File: src/rtl/cfg_bank_pkg.sv
package cfg_bank_pkg;

  typedef enum logic [1:0] {
    ST_RESTORE = 2'd0,
    ST_IDLE    = 2'd1,
    ST_SINGLE  = 2'd2,
    ST_FULL    = 2'd3
  } bank_state_e;

  // A write is persisted at once when it targets the address register
  // or when automatic persistence is selected (control bit clear).
  function automatic logic needs_persist(input int unsigned idx,
                                         input int unsigned addr_idx,
                                         input logic        wc);
    return (idx == addr_idx) || !wc;
  endfunction

  function automatic logic idx_in_range(input int unsigned idx,
                                        input int unsigned n);
    return idx < n;
  endfunction

endpackage

File: src/rtl/cfg_regfile.sv
module cfg_regfile #(
  parameter int NUM_REGS = 4,
  parameter int DW       = 8,
  parameter int AW       = 2
) (
  input  logic                   clk,
  input  logic                   rst_n,
  input  logic                   load_en,
  input  logic [AW-1:0]          load_idx,
  input  logic [DW-1:0]          load_val,
  input  logic                   wr_acc,
  input  logic [AW-1:0]          wr_addr,
  input  logic [DW-1:0]          wr_data,
  input  logic [AW-1:0]          rd_idx,
  output logic [DW-1:0]          rd_val,
  output logic [NUM_REGS*DW-1:0] regs_flat
);

  logic [DW-1:0] regs [NUM_REGS];

  for (genvar i = 0; i < NUM_REGS; i++) begin : g_reg
    always_ff @(posedge clk or negedge rst_n) begin
      if (!rst_n) begin
        regs[i] <= '0;
      end else if (load_en && load_idx == AW'(i)) begin
        regs[i] <= load_val;
      end else if (wr_acc && wr_addr == AW'(i)) begin
        regs[i] <= wr_data;
      end
    end
    assign regs_flat[i*DW +: DW] = regs[i];
  end

  assign rd_val = regs[rd_idx];

endmodule

File: src/rtl/cfg_shadow.sv
module cfg_shadow #(
  parameter int NUM_REGS = 4,
  parameter int DW       = 8,
  parameter int AW       = 2,
  parameter int ADDR_IDX = 3
) (
  input  logic          clk,
  input  logic          por_n,
  input  logic          upd_en,
  input  logic [AW-1:0] upd_idx,
  input  logic [DW-1:0] upd_val,
  input  logic [AW-1:0] rd_idx,
  output logic [DW-1:0] rd_val,
  output logic [2:0]    addr_nib
);

  logic [DW-1:0] mem [NUM_REGS];

  for (genvar i = 0; i < NUM_REGS; i++) begin : g_ent
    always_ff @(posedge clk or negedge por_n) begin
      if (!por_n) begin
        mem[i] <= '0;
      end else if (upd_en && upd_idx == AW'(i)) begin
        mem[i] <= upd_val;
      end
    end
  end

  assign rd_val   = mem[rd_idx];
  assign addr_nib = mem[ADDR_IDX][2:0];

endmodule

File: src/rtl/cfg_persist_ctrl.sv
module cfg_persist_ctrl
  import cfg_bank_pkg::*;
#(
  parameter int NUM_REGS = 4,
  parameter int AW       = 2,
  parameter int ADDR_IDX = 3
) (
  input  logic          clk,
  input  logic          rst_n,
  input  logic          wr_en,
  input  logic [AW-1:0] wr_addr,
  input  logic          store_cmd,
  input  logic          wc,
  input  logic          ee_ack,
  output logic          busy,
  output logic          ready,
  output logic          wr_acc,
  output logic          restore_en,
  output logic [AW-1:0] cur_idx,
  output logic          ee_req,
  output logic          launch_full,
  output logic          job_end
);

  localparam logic [AW-1:0] LAST_IDX = AW'(NUM_REGS - 1);

  bank_state_e state;
  logic        pend_all;
  logic        want_full;
  logic        launch_single;
  logic        last_ent;

  assign busy       = (state != ST_IDLE) || pend_all;
  assign ready      = (state != ST_RESTORE);
  assign restore_en = (state == ST_RESTORE);
  assign ee_req     = (state == ST_SINGLE) || (state == ST_FULL);

  assign wr_acc = wr_en && !busy && idx_in_range(32'(wr_addr), NUM_REGS);

  assign last_ent  = (cur_idx == LAST_IDX);
  assign want_full = store_cmd || pend_all;
  assign job_end   = ee_ack && ee_req &&
                     ((state == ST_SINGLE) || last_ent);

  assign launch_full   = want_full && ((state == ST_IDLE) || job_end);
  assign launch_single = (state == ST_IDLE) && !want_full && wr_acc &&
                         needs_persist(32'(wr_addr), ADDR_IDX, wc);

  always_ff @(posedge clk or negedge rst_n) begin
    if (!rst_n) begin
      state    <= ST_RESTORE;
      cur_idx  <= '0;
      pend_all <= 1'b0;
    end else begin
      pend_all <= launch_full ? 1'b0 : (pend_all || store_cmd);
      unique case (state)
        ST_RESTORE: begin
          if (last_ent) begin
            state   <= ST_IDLE;
            cur_idx <= '0;
          end else begin
            cur_idx <= cur_idx + AW'(1);
          end
        end
        ST_IDLE: begin
          if (launch_full) begin
            state   <= ST_FULL;
            cur_idx <= '0;
          end else if (launch_single) begin
            state   <= ST_SINGLE;
            cur_idx <= wr_addr;
          end
        end
        ST_SINGLE: begin
          if (ee_ack) begin
            state   <= launch_full ? ST_FULL : ST_IDLE;
            cur_idx <= '0;
          end
        end
        ST_FULL: begin
          if (ee_ack) begin
            if (last_ent) begin
              state   <= launch_full ? ST_FULL : ST_IDLE;
              cur_idx <= '0;
            end else begin
              cur_idx <= cur_idx + AW'(1);
            end
          end
        end
        default: state <= ST_IDLE;
      endcase
    end
  end

endmodule

File: src/rtl/cfg_store_bank.sv
module cfg_store_bank #(
  parameter int NUM_REGS = 4,
  parameter int DW       = 8,
  parameter int ADDR_IDX = NUM_REGS - 1,
  localparam int AW      = (NUM_REGS > 1) ? $clog2(NUM_REGS) : 1
) (
  input  logic                   clk,
  input  logic                   por_n,
  input  logic                   rst_n,
  input  logic                   wr_en,
  input  logic [AW-1:0]          wr_addr,
  input  logic [DW-1:0]          wr_data,
  input  logic                   store_cmd,
  output logic                   busy,
  output logic                   ready,
  output logic [NUM_REGS*DW-1:0] regs_flat,
  output logic [2:0]             slave_nib,
  output logic                   ee_req,
  output logic [AW-1:0]          ee_addr,
  output logic [DW-1:0]          ee_data,
  input  logic                   ee_ack
);

  localparam int WC_BIT = ADDR_IDX * DW + 3;

  // Named internal events, observed by the bound checker.
  logic          wr_acc;
  logic          wc;
  logic          restore_en;
  logic          launch_full;
  logic          job_end;
  logic          shadow_upd;
  logic [AW-1:0] cur_idx;
  logic [DW-1:0] shadow_rd;
  logic [DW-1:0] reg_rd;

  assign wc         = regs_flat[WC_BIT];
  assign shadow_upd = ee_req && ee_ack;
  assign ee_addr    = cur_idx;
  assign ee_data    = reg_rd;

  cfg_persist_ctrl #(
    .NUM_REGS(NUM_REGS), .AW(AW), .ADDR_IDX(ADDR_IDX)
  ) u_ctrl (
    .clk        (clk),
    .rst_n      (rst_n),
    .wr_en      (wr_en),
    .wr_addr    (wr_addr),
    .store_cmd  (store_cmd),
    .wc         (wc),
    .ee_ack     (ee_ack),
    .busy       (busy),
    .ready      (ready),
    .wr_acc     (wr_acc),
    .restore_en (restore_en),
    .cur_idx    (cur_idx),
    .ee_req     (ee_req),
    .launch_full(launch_full),
    .job_end    (job_end)
  );

  cfg_regfile #(
    .NUM_REGS(NUM_REGS), .DW(DW), .AW(AW)
  ) u_regs (
    .clk      (clk),
    .rst_n    (rst_n),
    .load_en  (restore_en),
    .load_idx (cur_idx),
    .load_val (shadow_rd),
    .wr_acc   (wr_acc),
    .wr_addr  (wr_addr),
    .wr_data  (wr_data),
    .rd_idx   (cur_idx),
    .rd_val   (reg_rd),
    .regs_flat(regs_flat)
  );

  cfg_shadow #(
    .NUM_REGS(NUM_REGS), .DW(DW), .AW(AW), .ADDR_IDX(ADDR_IDX)
  ) u_shadow (
    .clk     (clk),
    .por_n   (por_n),
    .upd_en  (shadow_upd),
    .upd_idx (cur_idx),
    .upd_val (reg_rd),
    .rd_idx  (cur_idx),
    .rd_val  (shadow_rd),
    .addr_nib(slave_nib)
  );

endmodule

File: config.mk
export PLATFORM = sky130hd
export DESIGN_NAME = cfg_store_bank
export DESIGN_NICKNAME = d
export VERILOG_FILES = /design/src/rtl/cfg_bank_pkg.sv /design/src/rtl/cfg_regfile.sv /design/src/rtl/cfg_shadow.sv /design/src/rtl/cfg_persist_ctrl.sv /design/src/rtl/cfg_store_bank.sv
export SDC_FILE = /design/constraint.sdc
export NUM_CORES = 1
export LEC_CHECK = 0
export BUFFER_PORTS_ARGS = -buffer_cell sky130_fd_sc_hd__buf_4
export CAP_MARGIN = 30
export CELL_PAD_IN_SITES_DETAIL_PLACEMENT = 2
export CELL_PAD_IN_SITES_GLOBAL_PLACEMENT = 2
export CORE_ASPECT_RATIO = 1.2
export CORE_MARGIN = 1.5
export CORE_UTILIZATION = 25
export DETAILED_ROUTE_END_ITERATION = 12
export PLACE_DENSITY_LB_ADDON = 0.2
export SYNTH_ARGS = -nofsm -noshare
export SYNTH_HDL_FRONTEND = slang
export SYNTH_HIERARCHICAL = 1
export SYNTH_SLANG_ARGS = --single-unit
File: constraint.sdc
create_clock -name clk -period 3.1 [get_ports clk]
set_clock_uncertainty 0.1 [all_clocks]
set_input_delay 0.465 -clock clk [delete_from_list [all_inputs] [get_ports clk]]
set_output_delay 0.465 -clock clk [all_outputs]
set_load 0.01 [all_outputs]
After elaboration in Yosys (flattened, before gate mapping)
Cells that the tools add are included.

Output and inout bits: 48. Flip-flop bits (word level): 69. Word-level logic and storage cells: 96. Input bits: 16.

Reductions and logical operators: 38. Equal/unequal tests: 15. $lt $le $gt $ge: 1. Add/subtract/negate cells: 1. Multiplexer cells: 29. Bitwise gates (word level): 1.

Operators with widths (number): 2-to-1 mux 8 bit (12); binary-select mux 8 bit (select 2 bit) (2); 2-to-1 mux 2 bit (12); logical AND 1 bit (19); case mux 2 bit (4 select lines) (2); equality test 2 bit (second input constant) (6); nonzero test 2 bit (5); equality test 2 x 1 -> 1 bit (second input constant) (3); zero test 2 bit (3); logical OR 1 bit (6); inequality test 2 bit (second input constant) (3); AND reduction 5 bit (1); inequality test 2 x 1 -> 1 bit (second input constant) (2); greater-or-equal comparator 3 bit (second input constant) (1); zero test 1 bit (3); inequality test 3 x 1 -> 1 bit (second input constant) (1); inverter 2 -> 3 bit (1); AND reduction 3 bit (1); adder 2 x 1 -> 2 bit (second input constant) (1); 2-to-1 mux 1 bit (1).

Logic depth before layout (Yosys ltp)
Depth after elaboration: 10. Gate-level depth with buffers: 9. Gate-level depth less buffers: 7.

Modules after synthesis
Netlist, hierarchy kept.

Modules (own cells, without submodules): cfg_regfile (area each 1774.2 µm², sequential area each 800.8 µm², cells an instance 194, instances 1); cfg_shadow (area each 1423.9 µm², sequential area each 800.8 µm², cells an instance 81, instances 1); cfg_persist_ctrl (area each 417.9 µm², sequential area each 125.1 µm², cells an instance 45, instances 1); cfg_store_bank (area each 6.3 µm², sequential area each 0.0 µm², cells an instance 1, instances 1).

Worst setup path before layout
No wires, ideal clock.

Path type: register -> output. Start point: register u_ctrl.cur_idx[0]. End point: output ee_data[0]. Data required time: 2535 ps. Buffers on the path: 1. Setup slack: 1023 ps. Stages on the path, launching flop included: 3. Arrival: 1512 ps. Cells stage by stage: dfrtp_1 > buf_2 > mux4_2.

Cells in the longest elaborated chain, start to end: 4.

Ends and longest elaborated chain: start, declared (line cfg_persist_ctrl.sv:19) `output logic [AW-1:0] cur_idx,`; start signal, assigned (line cfg_persist_ctrl.sv:62) `cur_idx <= cur_idx + AW'(1);`; start signal, assigned (line cfg_persist_ctrl.sv:71) `cur_idx <= wr_addr;`; start signal, assigned (line cfg_persist_ctrl.sv:86) `cur_idx <= cur_idx + AW'(1);`; inverter 2 -> 3 bit (not written as such) (line cfg_regfile.sv:34) `assign rd_val = regs[rd_idx];`; binary-select mux 8 bit (select 2 bit) (line cfg_regfile.sv:34); 2-to-1 mux 8 bit (not written as such) (2 in a row) (line cfg_regfile.sv:34); end, declared (line cfg_store_bank.sv:20) `output logic [DW-1:0] ee_data,`.

No other way between the ends. The select of a mux whose other input is x is not followed.

Final worst setup path
Start point: register u_ctrl.cur_idx[0]. End point: output ee_data[7].

The elaborated chain is that of the path after synthesis.

==> metrics.csv <==
metric,value,unit
status,"finished, final reports clean",
dieArea,0.0152,mm^2
clockBufferDepth,2,
cts_buffers,9,
place_ws,0.658,ns
cts_tree,yes,
fin_ws,0.535,ns
netlist_instances,321,
critPathLaunchType,register,
hold_ws,0.0217,ns
overflow,0,
place_hpwl,8390,um
avgSynthCellArea,11.3,um^2
viasPerCell,4.96,
coreArea,0.0143,mm^2
maxSlewHeadroom,0.444,
worst_pin_slew,0.834,ns
grt_pass1_vias,3135,
ioPinCount,64,
setup_tns,0,ns
setup_viol,0,
p_clk_frac,0.196,
yosysWarningCount,6,
wl,11700,um
path_max_fanout,19,
path_class,register to output port,
grt_util_all_layers,0.162,
cts-resized-gates,0,
p_int,3220,uW
path_cells,buf_12 > mux4_2 > buf_4,
synth-edff-count,0,
die_h,135,um
synth-seq-cells,69,
required,2.53,ns
post-route-period-util,0.827,
numClockSinks,69,
maxCapViolations,0,
slew_violations,0,
nets,402,
synth_area,0.00362,mm^2
cp.arrival,2.00,ns
switching_share,0.383,
drive_gt1_frac,0.386,
power,5230,uW
grt_pass1_wl,18300,um
wl_per_cell,20.9,um
slowest_stage,mux4_2,
final_core_util,0.319,
drt_pass1_iterations,4,
power.switching,2000,uW
max_freq,390,MHz
ys.flop_type,dfrtp_1,
worst_path_largest_cell_delay,0.62,ns
peakVddDrop,245,uV
hold_path_class,input pin to async pin,
fin_crit,2.56,ns
syn_to_final_growth,25.9,%
yosysSeqAreaShare,0.477,
ys_types,41,
drtIter0Drc,99,
synth_nets,342,
seqPwrFrac,0.329,
final_common_cell,dfrtp_1,
rsz0062_at_grt,false,
powerDensity,1150,mW/mm^2
drt.antenna.violating_nets,0,
vias,2782,
cts-root-buf,clkbuf_16,
antenna_found_initial,0,
grt_max_degree,38,
n_antenna_cell,0,
comb_power_share,0.475,
fp-row-count,48,
async_flop_share,1.00,
hold_violations,0,
clkTransAtPathRegs,0.06,ns
regToRegSetupSlack,0.70,ns
drc,0,
htreeDepth,3,
p_leak,0.00190,uW
mostFrequentLayoutCells,"69 x dfrtp_1, 66 x buf_4, 65 x nand2_1",
clk_latency,0.33,ns
initial_core_util,0.253,
end_kind,output port,
port_buffers,63,
gp_congestion,0.695,
die_w,113,um
per-stage QoR:
step,cell area (um^2),cells
floorplan,3620,321
global placement,4260,544
detailed placement,4260,544
CTS,4560,561
global route,4560,561
finish,4560,561
flip-flops by register name, summed over array words and instances, names as in the netlist:
signal	flops
u_regs/regs_flat	32
u_shadow/addr_nib	3
u_ctrl/cur_idx	2
u_ctrl/state	2
u_ctrl/pend_all	1
u_shadow/mem	29
cell usage after synthesis, types with 3 or more instances:
| library cell | n | area share |
|---|---|---|
| ha_1 | 5 | 0.017 |
| dfrtp_1 | 69 | 0.48 |
| a31oi_1 | 24 | 0.041 |
| mux2_2 | 32 | 0.099 |
| mux4_2 | 16 | 0.099 |
| nand3_1 | 6 | 0.0083 |
| inv_1 | 7 | 0.0073 |
| buf_4 | 3 | 0.0062 |
| nand3b_1 | 4 | 0.0083 |
| a31oi_2 | 7 | 0.024 |
| nor2_1 | 35 | 0.036 |
| buf_2 | 9 | 0.012 |
| nand2_1 | 65 | 0.067 |
| clkbuf_1 | 4 | 0.0041 |
critical path: cells and delay by family (launching register included):
family                 cells  cell delay, ns
buffers and inverters      2            0.44
multiplexers               1            0.62
flip-flops                 1            0.59
routing by layer:
| metal | up-vias | GRT usage | part of all wire |
|---|---|---|---|
| met1 | 1475 | 0.201 | 0.44 |
| li1 | 1258 | - | - |
| met5 | - | 0 | 0 |
| met3 | 8 | 0.0242 | 0.021 |
| met2 | 41 | 0.294 | 0.53 |
| met4 | 0 | 0.0424 | 0.0097 |
worst paths after layout:
check,start,cells after the start,endpoint
setup / recovery,u_ctrl/cur_idx[0]$_DFFE_PN0P_,3,ee_data[7]
hold / removal,rst_n,1,u_regs/regs_flat[23]$_DFFE_PN0P_
setup reg to reg,u_ctrl/state[1]$_DFFE_PN0P_,7,u_regs/regs_flat[6]$_DFFE_PN0P_
hold reg to reg,u_shadow/mem[3]$_DFFE_PN0P_,1,u_shadow/mem[3]$_DFFE_PN0P_
max in group asynchronous,por_n,2,u_shadow/mem[7]$_DFFE_PN0P_
min in group clk,wr_data[7],3,u_regs/regs_flat[23]$_DFFE_PN0P_
power groups by stage:
stage / sequential [uW] / combinational [uW] / clock (uW)
after global routing: 1790 / 2700 / 1090
after CTS: 1730 / 2530 / 1060
final: 1720 / 2490 / 1020
after floorplan: 1700 / 1450 / 0
after detailed placement: 1740 / 2520 / 0
after global placement: 1720 / 2430 / 0
cells by family after synthesis:
kind of cell,after synthesis,synth area share
fa+ha+maj,5,0.0173
flops,69,0.477
mux,50,0.205
buf+inv,26,0.0352
simple gates,127,0.166
compound gates,44,0.0995
what timing repair did:
| item | in CTS | in global routing |
|---|---|---|
| hold endpoints to repair | 32 | 0 |
| hold buffers | 1 | 0 |
| buffers inserted | 0 | 0 |
final cells by class:
type,count,area [um^2]
repair buffers,68,526
well taps,175,219
flip-flops and latches,69,1730
inverters,7,26.3
fillers,1560,9730
clock inverters,4,47.5
multi-input cells,226,1770
clock buffers,12,246
Power figures use the tool's default switching activity.
